===== src/rtl/lcd_blink_ctrl.sv =====
module lcd_blink_ctrl #(
  parameter int NW = 4,
  parameter int DW = 8,
  parameter int FAST_HALF = 2,
  parameter int SLOW_UNIT = 4,
  localparam int AW = (NW > 1) ? $clog2(NW) : 1,
  localparam int CW = $clog2(SLOW_UNIT * 4 + 1)
) (
  input  logic             clk,
  input  logic             rst_n,
  input  logic             frame_tick,
  input  logic             ref_tick,
  input  logic             wr_en,
  input  logic [AW-1:0]    wr_addr,
  input  logic [DW-1:0]    wr_data,
  input  logic             hold,
  input  logic [1:0]       blink_mode,
  input  logic [1:0]       blink_rate,
  input  logic             inv_en,
  input  logic             flag_clr,
  output logic [NW*DW-1:0] seg_out,
  output logic             disp_on,
  output logic             polarity,
  output logic             upd_flag
);

  logic [NW*DW-1:0] shadow;
  logic [3:0]       cfg_q;
  logic             hold_q;
  logic [CW-1:0]    cnt;
  logic             phase;
  logic [CW-1:0]    half;

  wire take    = frame_tick && !hold;
  wire cfg_chg = {blink_mode, blink_rate} != cfg_q;
  wire wrap    = cnt >= half - CW'(1);

  assign half = (blink_mode == 2'b10) ? CW'(FAST_HALF)
                                      : CW'(SLOW_UNIT) * (CW'(blink_rate) + CW'(1));

  for (genvar i = 0; i < NW; i++) begin : g_word
    always_ff @(posedge clk or negedge rst_n)
      if (!rst_n)                                 shadow[i*DW +: DW] <= '0;
      else if (wr_en && wr_addr == AW'(i))        shadow[i*DW +: DW] <= wr_data;

    always_ff @(posedge clk or negedge rst_n)
      if (!rst_n)     seg_out[i*DW +: DW] <= '0;
      else if (take)  seg_out[i*DW +: DW] <= shadow[i*DW +: DW];
  end

  always_ff @(posedge clk or negedge rst_n)
    if (!rst_n) begin
      cfg_q  <= '0;
      hold_q <= 1'b0;
    end else begin
      cfg_q  <= {blink_mode, blink_rate};
      hold_q <= hold;
    end

  always_ff @(posedge clk or negedge rst_n)
    if (!rst_n) upd_flag <= 1'b0;
    else if (take) upd_flag <= 1'b1;
    else if (flag_clr || (hold && !hold_q)) upd_flag <= 1'b0;

  always_ff @(posedge clk or negedge rst_n)
    if (!rst_n) begin
      cnt   <= '0;
      phase <= 1'b1;
    end else if (cfg_chg) begin
      cnt   <= '0;
      phase <= 1'b1;
    end else if (ref_tick) begin
      if (wrap) begin
        cnt   <= '0;
        phase <= !phase;
      end else begin
        cnt <= cnt + CW'(1);
      end
    end

  always_ff @(posedge clk or negedge rst_n)
    if (!rst_n) disp_on <= 1'b0;
    else if (frame_tick)
      case (blink_mode)
        2'b00:   disp_on <= 1'b0;
        2'b01:   disp_on <= 1'b1;
        default: disp_on <= phase;
      endcase

  always_ff @(posedge clk or negedge rst_n)
    if (!rst_n) polarity <= 1'b0;
    else if (frame_tick && inv_en) polarity <= !polarity;

endmodule



===== config.mk =====
export PLATFORM = sky130hd
export DESIGN_NAME = lcd_blink_ctrl
export DESIGN_NICKNAME = d
export VERILOG_FILES = /design/src/rtl/lcd_blink_ctrl.sv
export SDC_FILE = /design/constraint.sdc
export NUM_CORES = 1
export LEC_CHECK = 0
export BUFFER_PORTS_ARGS = -buffer_cell sky130_fd_sc_hd__buf_2
export CORE_UTILIZATION = 52
export CTS_CLUSTER_DIAMETER = 150
export CTS_CLUSTER_SIZE = 8
export DETAILED_ROUTE_END_ITERATION = 6
export PLACE_DENSITY = 0.82
export RECOVER_POWER = 25
export SLEW_MARGIN = 20
export SYNTH_ARGS = -nofsm -noshare
export SYNTH_HDL_FRONTEND = slang
export SYNTH_SLANG_ARGS = --single-unit
export TNS_END_PERCENT = 20

===== constraint.sdc =====
create_clock -name clk -period 1.8 [get_ports clk]
set_clock_uncertainty 0.1 [all_clocks]
set_input_delay 0.36 -clock clk [delete_from_list [all_inputs] [get_ports clk]]
set_output_delay 0.36 -clock clk [all_outputs]
set_load 0.02 [all_outputs]

Word level (Yosys, flattened, before mapping). Index checks and enable logic that the tools add are counted.

Equality and inequality tests: 6. Magnitude comparators: 1. $add $sub $neg: 3. Reductions and logical operators: 18. Muxes and demuxes: 10.

Operators with widths (count): $mux W5 (4); $logic_and A1 B1 Y1 (7); $eq A2 B2 Y1 const B (3); $reduce_bool A2 Y1 (3); $add A5 B1 Y5 const B (1); $ge A5 B5 Y1 (1); $mux W1 (5); $sub A5 B1 Y5 const B (1); $eq A2 B1 Y1 const B (2); $logic_not A1 Y1 (4); $logic_not A2 Y1 (2); $ne A4 B4 Y1 (1); $add A2 B1 Y3 const B (1); $pmux W1 S2 (1); $reduce_and A2 Y1 (1); $logic_or A1 B1 Y1 (1).

Word-level logic and storage cells: 53. Flip-flop bits (word level): 78. Output and inout bits: 35.

Longest topological paths before layout. Gate-level depths: netlist of run 1.

Depth in word-level cells: 7. Gate-level depth with buffers: 8. Gate-level depth less buffers: 8.

Worst setup path before layout of run 1. OpenSTA, ideal clock, no wires.

Kind: input to register. From: in blink_rate[0]. To: reg phase. Path buffers: 0. Required time: 1.625 ns. Arrival time: 1.973 ns. Path slack: -0.348 ns. Library setup time: 0.075 ns. Stages on the path: 8. Cells stage by stage: ha_1 -> nand2b_1 -> xnor2_1 -> nand2_1 -> ha_1 -> nand4b_1 -> a21boi_2 -> mux2i_1.

Longest elaborated chain between the ends: 6. Elaborated cells between the ends (all ways): 9. Classes of those cells: 2 x add/sub; 1 x order compare; 1 x eq/ne; 2 x mux; 3 x reduce/logical.

RTL lines: from (decl) (RTL line 18) `input logic [1:0] blink_rate,`; $add A2 B1 Y3 (RTL line 39) `: CW'(SLOW_UNIT) * (CW'(blink_rate) + CW'(1));`; $mux W5 (RTL line 38) `assign half = (blink_mode == 2'b10) ? CW'(FAST_HALF)`; $sub A5 B1 Y5 (RTL line 36) `wire wrap = cnt >= half - CW'(1);`; $ge A5 B5 Y1 (RTL line 36); $reduce_bool A2 Y1 (no line); $reduce_and A2 Y1 (no line); to (signal assigned) (RTL line 75) `phase <= !phase;`; to (decl) (RTL line 31) `logic phase;`.

Several ways; a longest one is shown, not always the timed one. A chain may end at the register's enable or synchronous reset.

Worst setup path in the final report of run 1.
From: in blink_rate[1]. To: reg cnt[2].

Longest elaborated chain between the ends: 7. Elaborated cells between the ends (all ways): 9. Classes of those cells: 2 x add/sub; 1 x order compare; 1 x eq/ne; 4 x mux; 1 x reduce/logical.

RTL lines: $add A2 B1 Y3 (RTL line 39); $mux W5 (RTL line 38); $sub A5 B1 Y5 (RTL line 36); $ge A5 B5 Y1 (RTL line 36); $mux W5 (RTL line 73) `if (wrap) begin`; $mux W5 (RTL line 72) `end else if (ref_tick) begin`; $mux W5 (RTL line 69) `end else if (cfg_chg) begin`; to (signal assigned) (RTL line 77) `cnt <= cnt + CW'(1);`; to (decl) (RTL line 30) `logic [CW-1:0] cnt;`.

Several ways; a longest one is shown, not always the timed one. The select of a mux whose other input is x is not followed.

==> impl_metrics.yaml, run 1 <==
final_layout:
  fin_util_pct: 66.6
  layout.nets: 312
  final_common_cell: "dfrtp_1"
  drive_gt1_share_pct: 54.3
  multiInputGateArea_sq_um: 1240
  postLayoutCellArea_sq_um: 3920
  area_growth_syn_to_layout_pct: 23.8
  most-common-layout-cells: "77 x dfrtp_1, 62 x mux2_2, 52 x buf_2"
  nFillCells: 455
  regArea_sq_um: 1950
  n_antenna_cell: 0
  stdcell_count: 364
clock_tree:
  clkTransAtPathRegs_ns: 0.08
  post_cts.repair.setup_buffers: 0
  htree_levels: 3
  cts_max_path_buffers: 2
  cts-root-buf: "clkbuf_8"
  clkLatencyLatePin_ns: 0.34
  cts_buffers: 9
  cts_tree: "done"
  cts_num_sinks: 78
placed_design:
  port-buffer-count: 56
  postPlaceCellArea_sq_um: 3660
  dpl_worst_slack_ns: -0.459
  hpwlAfterDp_um: 3840
  place_inst: 347
  place_congestion: 0.850
timing:
  rsz0062_at_grt: "yes"
  setup_tns_ns: 0
  slew_headroom_pct: 71.1
  fin_ws_ns: 0.0186
  max_freq_mhz: 561
  final.period_utilization_pct: 99.0
  worstMarginPinSlew_ns: 0.433
  finalCriticalPeriod_ns: 1.78
  finalSetupViolCount: 0
  hold_violations: 0
  drv_slew: 0
  holdWs_ns: 0.0558
critical_path:
  r2r_cells: 5
  ff2ff_setup_slack_ns: 0.16
  start_kind: "primary input"
  crit_fanout: 7
  cp.required_ns: 1.95
  cp_cell_sequence: "buf_8 -> ha_4 -> xor2_2 -> nand2_2 -> ha_4 -> a21o_1 -> a21oi_4 -> a21boi_2 -> nor4_2"
  crit_start: "blink_rate[1]"
  cp_common_cell: "ha_4"
  critPathKind: "in -> reg"
  worstReg2RegEnd: "cnt[2]"
  worstReg2RegStart: "cnt[3]"
  crit_end: "cnt[2]"
  endpoint_kind: "flop"
  crit_path_top_delay_cell: "ha_4"
  cpPeakStageDelay_ns: 0.27
  crit_arrival_ns: 1.93
yosys:
  synth_top_area_share_pct: 60.8
  synth_nets: 238
  yosysTopAreaCell: "dfrtp_1"
  netlist_area_sq_um: 3170
  seq_area_frac_synth_pct: 61.7
  synth-seq-cells: 78
  syn_inst: 210
  yosysUniqueCellTypes: 31
  post_synth.cell_area_avg_sq_um: 15.1
  ys.warnings.count: 0
  synth.area.top_cells: "dfrtp_1 61%, mux2_2 22%, ha_1 2.4%"
global_routing:
  overflow: 0
  grt_pass1_wl_um: 9170
  grt_usage_pct: 19.5
  grt_start_max_net_pins: 34
  antenna_found_initial: 0
  grt_pass1_vias: 1953
detailed_routing:
  ant_nets: 0
  drt_iter0_markers: 72
  wl_per_cell_um: 15.6
  wl_met3_um: 271
  via_count: 1918
  wl_met2_um: 2880
  drt_first_pass_iters: 4
  viasPerCell: 5.27
  topRoutingLayerUsed: "met4"
  wl_um: 5690
  drcViolationCount: 0
  wl_met1_um: 2470
min_path:
  hold_class: "in -> reg"
  holdPathStages: 1
job:
  maxCapViolations: 0
die:
  dieArea_sq_um: 6410
  design.core.area_sq_um: 5890
  fp.dieH_um: 80.0
  die_x_um: 80.0
  initial_core_util_pct: 53.8
  rows: 28
  ioPinCount: 57
power_and_ir_drop:
  ir_worst_vdd_uv: 914
  p_per_area_nw_per_um2: 1210
  p_leak_nw: 1.81
  finalPower_mw: 4.74
outcome:
  status: "complete, no violations"
[Yosys cell counts (all sizes together)]
cell	number
buf	3
mux2	64
a21o	1
xnor2	6
mux2i	2
nor2	6
nor3b	1
dfstp	1
nand4b	2
ha	6
nand3b	2
a21boi	1
inv	2
nand3	3
nand4	6
a21oi	6
and3	1
nand2	5
o21ai	1
clkbuf	2
nor4	1
dfrtp	77
or2b	1
nand2b	6
nor2b	1
a31oi	2
xor2	1
[routing by layer]
layer	global-route usage, %	vias to the layer above
met5	0	-
met1	24.0	977
met2	32.6	44
met4	6.43	0
li1	-	893
met3	6.29	4
[final cells by class]
| class | instances | area share [%] |
|---|---|---|
| clock buffer | 9 | 3.16 |
| clock inverter | 7 | 2.27 |
| inverter | 2 | 0.192 |
| multi-input combinational | 125 | 31.8 |
| tap | 75 | 2.39 |
| sequential | 78 | 49.8 |
| timing repair buffer | 68 | 10.4 |
[critical path, delay by kind of cell]
kind | cells | cell delay (ns)
AO/OA/AOI/OAI | 3 | 0.53
adder cells (fa/ha/maj) | 2 | 0.49
AND/OR/NAND/NOR | 2 | 0.29
XOR/XNOR | 1 | 0.15
buffers and inverters | 1 | 0.10
[worst min path at each step]
stage                           to  startpoint  slack [ns]
after floorplan           cfg_q[0]       rst_n       -0.04
after global placement    upd_flag       rst_n        0.23
after detailed placement  upd_flag       rst_n        0.23
after CTS                   hold_q        hold        0.03
after global routing        hold_q        hold        0.04
final                       hold_q        hold        0.06
[what timing repair did]
item,CTS,global route
resized for setup,1,8
hold endpoints to repair,29,0
pin swaps,3,4
setup endpoints to repair,5,6
hold buffers,1,0
[flip-flops by register name (all words and copies together), names as in the netlist]
| signal | flops |
|---|---|
| cfg_q | 4 |
| disp_on | 1 |
| seg_out | 32 |
| shadow | 32 |
| cnt | 5 |
| hold_q | 1 |
| polarity | 1 |
| upd_flag | 1 |
| phase | 1 |
[report_power, final]
group	total, mW	switching (mW)	internal, mW	leakage [nW]
clock network	1.39	0.616	0.773	0.113
logic	1.07	0.577	0.496	0.766
registers	2.28	0.169	2.11	0.932
total	4.74	1.36	3.38	1.81
[logic make-up after synthesis]
kind of cell | Yosys count | synth area share (%)
AO/OA/AOI/OAI | 11 | 2.45
XOR/XNOR | 7 | 1.94
adder cells (fa/ha/maj) | 6 | 2.37
buffers and inverters | 7 | 0.987
flip-flops | 78 | 61.7
multiplexers | 66 | 23.4
AND/OR/NAND/NOR | 35 | 7.19
Power figures use the tool's default switching activity.
==> run 2, diff against run 1 <==
--- a/config.mk
+++ b/config.mk
@@ -6,11 +6,13 @@
 export NUM_CORES = 1
 export LEC_CHECK = 0
 export BUFFER_PORTS_ARGS = -buffer_cell sky130_fd_sc_hd__buf_2
-export CORE_UTILIZATION = 52
+export CAP_MARGIN = 10
+export CORE_ASPECT_RATIO = 1.25
+export CORE_UTILIZATION = 43
 export CTS_CLUSTER_DIAMETER = 150
 export CTS_CLUSTER_SIZE = 8
 export DETAILED_ROUTE_END_ITERATION = 6
-export PLACE_DENSITY = 0.82
+export PLACE_DENSITY = 0.71
 export RECOVER_POWER = 25
 export SLEW_MARGIN = 20
 export SYNTH_ARGS = -nofsm -noshare
==> impl_metrics.yaml, run 2 (synthesis results as in run 1) <==
timing:
  max_freq_mhz: 549
  fin_ws_ns: -0.0219
  rsz0062_at_grt: "yes"
  holdWs_ns: 0.0367
  drv_slew: 0
  hold_violations: 0
  finalCriticalPeriod_ns: 1.82
  slew_headroom_pct: 76.5
  final.period_utilization_pct: 101
  finalSetupViolCount: 2
  worstMarginPinSlew_ns: 0.351
detailed_routing:
  drt_first_pass_iters: 4
  wl_um: 5840
  drt_iter0_markers: 64
  viasPerCell: 5.10
  wl_per_cell_um: 15.3
  ant_nets: 0
  via_count: 1944
  drcViolationCount: 0
final_layout:
  fin_util_pct: 56.0
  stdcell_count: 381
  final_common_cell: "dfrtp_1"
  drive_gt1_share_pct: 53.6
  top_regs: "seg_out (32), shadow (32), cnt (5)"
  n_antenna_cell: 0
  most-common-layout-cells: "77 x dfrtp_1, 62 x mux2_2, 52 x buf_2"
  layout.nets: 314
  postLayoutCellArea_sq_um: 3950
  area_growth_syn_to_layout_pct: 24.9
outcome:
  status: "finished, violations left"
  violations: "setup timing"
placed_design:
  port-buffer-count: 56
  place_congestion: 0.800
  hpwlAfterDp_um: 3840
  dpl_worst_slack_ns: -0.470
  postPlaceCellArea_sq_um: 3670
  place_inst: 361
clock_tree:
  htree_levels: 3
  cts_tree: "done"
  clkTransAtPathRegs_ns: 0.08
  cts_max_path_buffers: 2
  cts_num_sinks: 78
  cts-root-buf: "clkbuf_8"
  clkLatencyLatePin_ns: 0.35
  cts_buffers: 9
critical_path:
  cp.required_ns: 1.96
  start_kind: "primary input"
  endpoint_kind: "flop"
  critPathKind: "in -> reg"
  crit_fanout: 5
  crit_arrival_ns: 1.98
min_path:
  hold_class: "in -> reg"
die:
  fp.dieH_um: 97.9
  rows: 34
  design.core.area_sq_um: 7060
  die_x_um: 78.8
  dieArea_sq_um: 7710
  ioPinCount: 57
  initial_core_util_pct: 44.8
global_routing:
  grt_pass1_wl_um: 9790
  antenna_found_initial: 0
  grt_pass1_vias: 2012
  grt_usage_pct: 16.6
  overflow: 0
  grt_start_max_net_pins: 45
job:
  maxCapViolations: 0
power_and_ir_drop:
  ir_worst_vdd_uv: 970
  p_per_area_nw_per_um2: 1210
  p_leak_nw: 1.81
run 2: repair_timing:
action,in CTS,in global routing
endpoints found under the setup margin,3,6
endpoints found under the hold margin,15,0
setup buffers,1,2
gates cloned,0,0
resized for setup,3,2
pin swaps,3,9
hold buffers,1,0
run 2: routing by layer:
metal	GRT usage, %	up-vias	share of wire (%)	wire length, um
li1	-	900	-	-
met1	21.2	982	45	2620
met2	26.0	52	48	2780
met3	4.95	10	5.7	330
met4	7.26	0	1.7	100
met5	0	-	0	0
run 2: worst paths after layout:
kind | slack, ns | to | cells after the start | from
max in group asynchronous | 0.77 | seg_out[9] | 3 | rst_n
worst min register to register | 0.36 | upd_flag | 2 | hold_q
worst min-delay path | 0.04 | hold_q | 1 | hold
worst max-delay path | -0.02 | cnt[3] | 10 | blink_rate[1]
worst max register to register | 0.08 | cnt[3] | 6 | cnt[3]
min in group asynchronous | 0.32 | cnt[4] | 2 | rst_n
run 2: where the power goes:
part | internal (mW) | switching [mW]
Sequential | 2.11 | 0.176
Clock | 0.822 | 0.633
Combinational | 0.490 | 0.569
run 2: per-stage QoR:
stage,TNS (ns),total power [mW]
floorplan,-0.914,2.96
global route,-0.578,5.03
finish,-0.0281,4.80
detailed placement,-2.31,3.39
CTS,-0.0363,4.86
global placement,-2.00,3.35
run 2: final cells by class:
class | count | area [sq um]
well taps | 90 | 113
fillers | 629 | 3110
repair buffers | 70 | 423
inverters | 2 | 7.51
flip-flops and latches | 78 | 1950
clock buffers | 11 | 141
clock inverters | 5 | 81.3
multi-input cells | 125 | 1230
run 2: worst max-delay path, stage by stage:
cell and delay (ns):
buf_6 0.10, ha_4 0.26, xor2_1 0.13, nand2_1 0.10
ha_4 0.22, a21o_1 0.18, a21oi_4 0.23, buf_4 0.15
nand4_1 0.09, a31oi_1 0.15
